File: config.mk
export PLATFORM = sky130hd
export DESIGN_NAME = serial_page_addr_gen
export DESIGN_NICKNAME = d
export VERILOG_FILES = /design/src/rtl/spag_pkg.sv /design/src/rtl/spag_mode_gate.sv /design/src/rtl/spag_col_ctr.sv /design/src/rtl/spag_row_stepper.sv /design/src/rtl/serial_page_addr_gen.sv
export SDC_FILE = /design/constraint.sdc
export NUM_CORES = 1
export LEC_CHECK = 0
export BUFFER_PORTS_ARGS = -buffer_cell sky130_fd_sc_hd__buf_4
export CAP_MARGIN = 20
export CORE_ASPECT_RATIO = 0.6
export CORE_MARGIN = 3
export CORE_UTILIZATION = 51
export DETAILED_ROUTE_END_ITERATION = 10
export GPL_TIMING_DRIVEN = 0
export PLACE_DENSITY = 0.84
export SETUP_SLACK_MARGIN = 0.1
export SLEW_MARGIN = 0
export SYNTH_ARGS = -nofsm -noshare
export SYNTH_HDL_FRONTEND = slang
export SYNTH_SLANG_ARGS = --single-unit
File: constraint.sdc
create_clock -name clk -period 2.8 [get_ports clk]
set_input_delay 0.56 -clock clk [delete_from_list [all_inputs] [get_ports clk]]
set_output_delay 0.56 -clock clk [all_outputs]
set_load 0.02 [all_outputs]
File: src/rtl/spag_pkg.sv
package spag_pkg;
  localparam int ROW_W        = 11;
  localparam int COL_W        = 8;
  localparam int LEN_W        = 3;
  localparam logic [LEN_W-1:0] SERIAL_LEN_CODE = 3'b110;
endpackage

File: src/rtl/spag_mode_gate.sv
module spag_mode_gate
  import spag_pkg::*;
#(
  parameter int                LW   = LEN_W,
  parameter logic [LW-1:0]     CODE = SERIAL_LEN_CODE
) (
  input  logic [LW-1:0] len_code,
  input  logic          interleave,
  output logic          armed
);
  always_comb armed = (len_code == CODE) && !interleave;
endmodule

File: src/rtl/spag_col_ctr.sv
module spag_col_ctr #(
  parameter int CW = 8
) (
  input  logic          clk,
  input  logic          rst,
  input  logic          load,
  input  logic [CW-1:0] load_col,
  input  logic          step,
  output logic [CW-1:0] col,
  output logic          at_end
);
  always_comb at_end = &col;

  always_ff @(posedge clk) begin
    if (rst)       col <= '0;
    else if (load) col <= load_col;
    else if (step) col <= at_end ? '0 : col + 1'b1;
  end
endmodule

File: src/rtl/spag_row_stepper.sv
module spag_row_stepper #(
  parameter int RW = 11
) (
  input  logic          clk,
  input  logic          rst,
  input  logic          load,
  input  logic          load_bank,
  input  logic [RW-1:0] load_row,
  input  logic          step,
  output logic          bank,
  output logic [RW-1:0] row
);
  localparam int IW = RW + 1;
  // bank is the least significant bit, so one increment toggles the bank
  // and carries into the row only from bank B
  logic [IW-1:0] idx;

  always_ff @(posedge clk) begin
    if (rst)       idx <= '0;
    else if (load) idx <= {load_row, load_bank};
    else if (step) idx <= idx + 1'b1;
  end

  always_comb begin
    bank = idx[0];
    row  = idx[IW-1:1];
  end
endmodule

File: src/rtl/serial_page_addr_gen.sv
module serial_page_addr_gen
  import spag_pkg::*;
#(
  parameter int ROW_BITS = ROW_W,
  parameter int COL_BITS = COL_W
) (
  input  logic                clk,
  input  logic                rst,
  input  logic                start_i,
  input  logic [LEN_W-1:0]    mode_len_i,
  input  logic                mode_interleave_i,
  input  logic                start_bank_i,
  input  logic [ROW_BITS-1:0] start_row_i,
  input  logic [COL_BITS-1:0] start_col_i,
  input  logic                adv_i,
  input  logic                stop_i,
  output logic                bank_o,
  output logic [ROW_BITS-1:0] row_o,
  output logic [COL_BITS-1:0] col_o,
  output logic                valid_o,
  output logic                cross_o
);
  logic armed, do_load, do_step, col_end;
  logic valid_q, cross_q;

  spag_mode_gate u_gate (
    .len_code   (mode_len_i),
    .interleave (mode_interleave_i),
    .armed      (armed)
  );

  always_comb begin
    do_load = start_i && armed && !stop_i;
    do_step = valid_q && adv_i && !stop_i && !do_load;
  end

  spag_col_ctr #(.CW(COL_BITS)) u_col (
    .clk      (clk),
    .rst      (rst),
    .load     (do_load),
    .load_col (start_col_i),
    .step     (do_step),
    .col      (col_o),
    .at_end   (col_end)
  );

  spag_row_stepper #(.RW(ROW_BITS)) u_row (
    .clk       (clk),
    .rst       (rst),
    .load      (do_load),
    .load_bank (start_bank_i),
    .load_row  (start_row_i),
    .step      (do_step && col_end),
    .bank      (bank_o),
    .row       (row_o)
  );

  always_ff @(posedge clk) begin
    if (rst) begin
      valid_q <= 1'b0;
      cross_q <= 1'b0;
    end else begin
      if (stop_i)       valid_q <= 1'b0;
      else if (do_load) valid_q <= 1'b1;
      cross_q <= do_step && col_end;
    end
  end

  always_comb begin
    valid_o = valid_q;
    cross_o = cross_q;
  end
endmodule

After elaboration in Yosys (flattened, before gate mapping). Index checks and enable logic that the tools add are counted.

Bits of input ports: 29. Bits in registers: 22.

Add/subtract/negate cells: 2. Muxes and demuxes: 5. Reduce and logical (&&, ||, !) cells: 14. Equality and inequality tests: 1.

Operator list (count): $mux W12 (2); $mux W8 (3); $add A12 B1 Y12 const B (1); $add A8 B1 Y8 const B (1); $reduce_and A8 Y1 (1); $logic_and A1 B1 Y1 (7); $reduce_bool A2 Y1 (2); $eq A3 B3 Y1 const B (1); $logic_not A1 Y1 (3); $reduce_or A2 Y1 (1).

Longest topological paths before layout. Gate-level depths: netlist of the first run.

Depth after elaboration: 9. Gate-level depth with buffers: 6. Depth with buffers taken out: 5.

Cells and area by module. From an unflattened synthesis of the first run, not the netlist that was laid out.

Cells, all modules: 150. Area, all modules: 1266.2 sq um.

Modules (own cells, without submodules): spag_row_stepper (instances 1, cells each 82, area each 685.7 sq um); spag_col_ctr (instances 1, cells each 57, area each 457.9 sq um); serial_page_addr_gen (instances 1, cells each 10, area each 110.1 sq um); spag_mode_gate (instances 1, cells each 1, area each 12.5 sq um).

Least setup slack after synthesis of the first run. No wires, ideal clock.

Path kind: reg-to-reg. Start point: register u_col.col[1]. End point: register u_row.idx[7]. Stages on the path, launching flop included: 6. Setup time: 0.062 ns. Slack: 0.781 ns. Data required time: 2.738 ns. Data arrival time: 1.957 ns. Path buffers: 0. Path through: dfxtp_1 ha_1 nand3_1 or4_4 or4b_1 nand3_1.

Word-level cells in the longest chain between the ends: 3.

Ends and longest elaborated chain: start, declared (RTL line spag_col_ctr.sv:9) `output logic [CW-1:0] col,`; start signal, assigned (RTL line spag_col_ctr.sv:16) `else if (load) col <= load_col;`; start signal, assigned (RTL line spag_col_ctr.sv:17) `else if (step) col <= at_end ? '0 : col + 1'b1;`; $reduce_and A8 Y1 (RTL line spag_col_ctr.sv:12) `always_comb at_end = &col;`; $logic_and A1 B1 Y1 (RTL line serial_page_addr_gen.sv:53) `.step (do_step && col_end),`; $reduce_bool A2 Y1 (no source line); end signal, assigned (RTL line spag_row_stepper.sv:20) `else if (load) idx <= {load_row, load_bank};`; end signal, assigned (RTL line spag_row_stepper.sv:21) `else if (step) idx <= idx + 1'b1;`; end, declared (RTL line spag_row_stepper.sv:16) `logic [IW-1:0] idx;`.

No other way between the ends. A chain may end at the register's enable or synchronous reset.

Worst setup path after layout of the first run.
Start point: register u_col.col[0]. End point: register u_row.idx[4].

The elaborated chain is that of the path after synthesis.

==> results by group, run 1 <==
Outcome
  – Outcome: finished clean

Floorplanning
  – Full die area: 0.00314 mm^2
  – Initial Utilization: 0.561
  – Ports placed on the boundary: just over 50
  – Core ar.: roughly 0.0023 mm^2
  – Floorplan die width: 70.4 um
  – Placement Rows: 13
  – Die Height: approximately 45 um

STA
  – Crit share post-route: 0.776
  – # setup viols final: 0
  – Worst setup skew after layout: 14.6 ps
  – Unrepaired setup endpoints after global routing: false
  – Min cycle time layout: around 2200 ps
  – Worst Max-Slew Pin Slew: between 600 and 700 ps
  – Final Max Tran Viols: 0
  – Final setup TNS: 0 ps
  – Worst slew margin relative to its limit: 0.597
  – Maximum clock frequency: around 460 MHz
  – Count of final hold-check violations: 0
  – Worst setup slack after layout: 629 ps

Hold path
  – Worst hold path type: primary input to flip-flop

Synthesis
  – Mapped Cells: between 150 and 200
  – Count of state elements after synthesis: 22
  – Mapped cell area: 0.00127 mm^2
  – Post-synthesis sequential area ratio: 0.347
  – Nets in the synthesized netlist: roughly 190
  – Biggest area consumer among synthesized cells: sky130_fd_sc_hd__dfxtp_1
  – Most common flop cell mapped by yosys: sky130_fd_sc_hd__dfxtp_1
  – Average size of a mapped cell: a little over 8 um^2
  – FFs w/ async S/R, synth: 0
  – Portion of synthesized cell area occupied by the leading cell type: 0.347
  – Post-synth EDFFs: 0
  – Count of warnings emitted by yosys: 0
  – Most area-consuming cells after synthesis: sky130_fd_sc_hd__dfxtp_1, sky130_fd_sc_hd__a311oi_1, sky130_fd_sc_hd__nor2_1, sky130_fd_sc_hd__nand3_1, sky130_fd_sc_hd__a211oi_1
  – Number of distinct standard cells referenced by the synthesized netlist: 37

Clock tree
  – H-Tree Depth: 1
  – Clock tree buffer depth: 2
  – Clock-pin slew reported for the worst setup and hold paths after clock tree synthesis: approximately 90 ps
  – Number of buffers created by CTS: 3
  – Clk_lat worst skew: 270 ps
  – Post-CTS resize count: 0
  – Sinks on the clock net: 22
  – Setup repair bufs after CTS: 0
  – Root buffer selected by CTS: sky130_fd_sc_hd__clkbuf_8
  – Clock tree from TritonCTS: built
  – CTS hold repair buffers: 0

Final layout
  – Number of fillers in the final layout: 175
  – Commonest cells after routing, fill and taps aside: sky130_fd_sc_hd__buf_4, sky130_fd_sc_hd__dfxtp_1, sky130_fd_sc_hd__nor2_1
  – Synth-to-layout area growth: 36.9%
  – Most common library cell in the layout ignoring fill and taps: sky130_fd_sc_hd__buf_4
  – Total Nets Final: approximately 240
  – Fraction of final layout cells with drive strength greater than 1: 0.287
  – Inserted Diodes: 0

Global route
  – GRT Residual Overflow: 0
  – Initial antenna violation count: 0
  – Via count of the first global-routing pass: around 1200
  – Global-route wire length before repair: between 5000 and 6000 um
  – Pin count of the biggest net entering global routing: 13
  – Global-route usage over all layers: 0.245

Detailed routing
  – Average detailed-routed wire length per instance: around 16 um
  – Total length of routed wires: ~3800 um
  – Routed vias/inst: ~6
  – Number of optimization iterations in the first detailed-route pass: 4
  – Remaining antenna violation count: 0
  – Drt drc: 0
  – Number of DRC markers after the initial detailed-route iteration: 124
  – Via count: 1428

Placed design
  – Placer's final routability congestion estimate: 0.802
  – Worst slack after detailed placement: roughly 540 ps
  – Final HPWL DP: approximately 2800 um
  – Number of input and output port buffers inserted: 50

Worst setup path
  – Top delay family on crit path: simple AND/OR/NAND/NOR gates
  – Required time of the critical path: slightly below 3000 ps
  – Number of buffers and inverters on the critical path: 0
  – CP Max Fanout: 9
  – Data arrival at the endpoint of the critical path: between 2000 and 2500 ps
  – Critical Path Sink Type: flip-flop
  – Worst stage delay on the critical path: 460 ps
  – Slowest cell on crit path: sky130_fd_sc_hd__or3_1
  – Series of cell instances along the critical path: ha_1 -> and3_1 -> nand4_1 -> or3_1 -> a311oi_1
  – Class of the most critical setup path: flip-flop to flip-flop
  – Crit path launch type: flip-flop

Power
  – Highest ir drop seen on vdd: 314 uV
  – Power Dens Cells: 363 mW/mm^2
  – Leakage power figure: 0.000693 uW

Run
  – Max-cap check violation count: 0
[cells by family after synthesis]
logic type                 synth area share
and+or+nand+nor                       0.328
adders and majority gates            0.0197
DFF                                   0.347
xor gates and xnor gates             0.0276
buffers and inverters                0.0395
AOI/OAI and AO/OA                     0.230
muxes                               0.00790
[synthesized netlist by cell type (all sizes together), types with 4 or more instances]
master / n
nand4: 8
nor2: 17
nor3: 4
a211oi: 6
a21oi: 6
or3: 7
nand2: 11
dfxtp: 22
inv: 5
a311oi: 10
o21ai: 8
clkbuf: 7
nand3: 10
[final timing paths]
kind	start	endpoint	slack, ps	cells after the start
worst max-delay path	u_col.col[0]$_SDFFE_PP0P_	u_row.idx[4]$_SDFFE_PP0P_	630	5
worst min-delay path	stop_i	valid_o$_SDFFE_PP0P_	470	2
worst max register to register	u_col.col[0]$_SDFFE_PP0P_	u_row.idx[4]$_SDFFE_PP0P_	630	5
worst min register to register	u_row.idx[9]$_SDFFE_PP0P_	u_row.idx[9]$_SDFFE_PP0P_	540	2
[flip-flops by register name, summed over array words and instances (netlist names)]
register   count
u_col.col      8
valid_o        1
cross_o        1
u_row.idx     12
[per-stage QoR]
| stage | hold slack [ps] | instance area (um^2) | utilization | instances | total power [uW] |
|---|---|---|---|---|---|
| final | 467 | 1740 | 0.768 | 239 | 630 |
| after global routing | 475 | 1740 | 0.768 | 239 | 651 |
| after CTS | 471 | 1740 | 0.768 | 239 | 630 |
| after detailed placement | 514 | 1680 | 0.743 | 235 | 402 |
| after global placement | 491 | 1680 | 0.743 | 235 | 400 |
| after floorplan | 569 | 1270 | - | 155 | 357 |
[layer usage]
| metal | up-vias | track usage | wire length, um |
|---|---|---|---|
| met3 | 4 | 0.0703 | 489 |
| met1 | 632 | 0.324 | 1580 |
| met4 | 0 | 0.0496 | 29 |
| met2 | 82 | 0.403 | 1740 |
| li1 | 710 | - | - |
| met5 | - | 0 | 0 |
[final cells by class]
class                      instances  area [um^2]  area share
multi-input combinational        120          777       0.448
sequential                        22          440       0.254
timing repair buffer              50          375       0.216
clock buffer                       4         55.1      0.0317
tap                               30         37.5      0.0216
buffer                             8         31.3      0.0180
inverter                           5         18.8      0.0108
[where the power goes]
group          internal [uW]  switching (uW)
registers                318            8.08
logic                   40.2            29.6
clock network            126             109
Power figures use the tool's default switching activity.
==> run 2, diff against run 1 <==
- CORE_UTILIZATION: 51 -> 47
- PLACE_DENSITY: 0.84 -> 0.78
- clock period: 2.8 -> 2.15 ns (I/O delays scaled with it)
==> run 2 against run 1 <==
  * Maximum frequency increased by 9.9%
  * Flip-flop and latch count unchanged
  * Clock skew decreased by 12 ps
  * Global-route usage decreased by 1.4 points
  * Core utilization decreased by 1.7 points
  * Sequential share of layout area decreased by 0.20 points
  * Die area increased by 7.6%
  * Sequential power increased by 30%
  * Via count increased by 1.1%
  * Setup slack got worse by 450 ps
  * Wire length increased by 2.1%
==> results by group, run 2 (synthesized netlist as in run 1, its figures left out) <==
Detailed routing
  – Remaining antenna violation count: 0
  – Drt drc: 0
  – Via count: 1444
  – Average detailed-routed wire length per instance: ~16 um
  – Number of DRC markers after the initial detailed-route iteration: 92
  – Routed vias/inst: between 5 and 6
  – Number of optimization iterations in the first detailed-route pass: 4
  – Total length of routed wires: a little under 4000 um

Floorplanning
  – Die Height: roughly 46 um
  – Initial Utilization: 0.537
  – Placement Rows: 13
  – Core ar.: about 0.0024 mm^2
  – Floorplan die width: 73.0 um
  – Ports placed on the boundary: 51
  – Full die area: 0.00338 mm^2

Clock tree
  – CTS hold repair buffers: 0
  – Clock-pin slew reported for the worst setup and hold paths after clock tree synthesis: roughly 90 ps
  – Clock tree buffer depth: 2
  – H-Tree Depth: 1
  – Root buffer selected by CTS: sky130_fd_sc_hd__clkbuf_8
  – Clk_lat worst skew: 260 ps
  – Clock tree from TritonCTS: built
  – Number of buffers created by CTS: 3
  – Sinks on the clock net: 22

Hold path
  – Hold depth: 2
  – Worst hold path type: primary input to flip-flop
  – HP Start: stop_i
  – Worst Hold Endpoint: valid_o$_SDFFE_PP0P_

Final layout
  – Final std cell area, no fill: around 0.0018 mm^2
  – Commonest cells after routing, fill and taps aside: sky130_fd_sc_hd__buf_4, sky130_fd_sc_hd__dfxtp_1, sky130_fd_sc_hd__nor2_1
  – Number of fillers in the final layout: ~190
  – Fraction of final layout cells with drive strength greater than 1: 0.318
  – Register name with the most flops: u_row.idx
  – Total Nets Final: between 200 and 250
  – Most common library cell in the layout ignoring fill and taps: sky130_fd_sc_hd__buf_4
  – Flip-flop count of the largest register, all copies and words added: 12
  – Synth-to-layout area growth: 39.6%
  – Final core utilization: 0.750
  – Inserted Diodes: 0
  – Regs by FF count: u_row.idx (12), u_col.col (8)

Global route
  – Global-route wire length before repair: ~6000 um
  – Via count of the first global-routing pass: approximately 1300
  – Global-route usage over all layers: 0.231
  – Pin count of the biggest net entering global routing: 13
  – Initial antenna violation count: 0
  – GRT Residual Overflow: 0

Placed design
  – Final HPWL DP: 2900 um
  – Number of input and output port buffers inserted: 50
  – Post-DP Area: 0.00168 mm^2
  – Placer's final routability congestion estimate: about 0.84

STA
  – Final setup TNS: 0 ps
  – Worst hold-check slack: around 360 ps
  – Worst slew margin relative to its limit: 0.578
  – # setup viols final: 0
  – Final Max Tran Viols: 0
  – Count of final hold-check violations: 0
  – Worst setup skew after layout: between 2 and 3 ps
  – Crit share post-route: 0.919
  – Min cycle time layout: ~2000 ps
  – Maximum clock frequency: about 510 MHz
  – Unrepaired setup endpoints after global routing: false
  – Worst Max-Slew Pin Slew: about 630 ps

Worst setup path
  – Critical Path Sink Type: flip-flop
  – Startpoint of the worst register-to-register path: u_col.col[5]$_SDFFE_PP0P_
  – CP Max Fanout: 8
  – Required time of the critical path: 2320 ps
  – Reg-to-reg setup timing slack: roughly 170 ps
  – Data arrival at the endpoint of the critical path: between 2000 and 2500 ps
  – Class of the most critical setup path: flip-flop to flip-flop
  – Crit path launch type: flip-flop
  – Worst Reg2Reg Path Length in Cells: 4
  – End of the worst register-to-register path: u_row.idx[3]$_SDFFE_PP0P_

Power
  – Leakage power figure: approximately 0.0007 uW
  – Power Dens Cells: about 460 mW/mm^2
  – Highest ir drop seen on vdd: between 200 and 300 uV

Run
  – Max-cap check violation count: 0

Outcome
  – Outcome: finished clean
[run 2: area by class of cell]
class                           instances  area, um^2  area share
Buffer                                  8        31.3      0.0177
Clock buffer                            4        55.1      0.0311
Inverter                                5        18.8      0.0106
Multi-Input combinational cell        120         791       0.447
Sequential cell                        22         445       0.252
Tap cell                               30        37.5      0.0212
Timing Repair Buffer                   52         390       0.221
[run 2: stage by stage]
step,cells,worst slack (ps),total power [uW]
2_1_floorplan,155,131,465
3_3_place_gp,235,73.1,522
3_5_place_dp,235,46.9,525
4_1_cts,239,112,818
5_1_grt,241,83.2,846
6_report,241,174,822
[run 2: critical path: stages, from the launching register on]
cell and delay (ps):
sky130_fd_sc_hd__dfxtp_1 490, sky130_fd_sc_hd__nand4_2 170, sky130_fd_sc_hd__or4_4 580, sky130_fd_sc_hd__or3_1 370, sky130_fd_sc_hd__a311oi_2 270
[run 2: worst max-delay path by stage]
stage,start,to,slack (ps),depth (start not counted)
after global routing,u_col.col[5]$_SDFFE_PP0P_,u_row.idx[3]$_SDFFE_PP0P_,80,4
after global placement,stop_i,u_col.col[7]$_SDFFE_PP0P_,70,7
after CTS,u_col.col[1]$_SDFFE_PP0P_,u_row.idx[5]$_SDFFE_PP0P_,110,5
after floorplan,u_col.col[1]$_SDFFE_PP0P_,u_row.idx[7]$_SDFFE_PP0P_,130,5
final,u_col.col[5]$_SDFFE_PP0P_,u_row.idx[3]$_SDFFE_PP0P_,170,4
after detailed placement,stop_i,u_col.col[5]$_SDFFE_PP0P_,50,7
[run 2: what timing repair did]
action / CTS / global route
setup buffers: 0 / 2
hold endpoints to repair: 0 / 0
setup endpoints to repair: 4 / 9
gates resized for setup: 2 / 4
pin swaps: 0 / 2
[run 2: where the power goes]
part / switching (uW) / internal [uW] / leakage, uW / total (uW)
combinational: 39.2 / 52.5 / 0.000493 / 91.7
clock: 143 / 163 / 0.0000288 / 306
sequential: 11.6 / 413 / 0.000179 / 424
total: 194 / 628 / 0.000700 / 822
[run 2: per-layer routing]
| metal | part of all wire | vias up | track usage |
|---|---|---|---|
| met5 | 0 | - | 0 |
| met3 | 0.077 | 4 | 0.0523 |
| met2 | 0.43 | 70 | 0.348 |
| met4 | 0.0079 | 0 | 0.0625 |
| met1 | 0.49 | 657 | 0.330 |
| li1 | - | 713 | - |
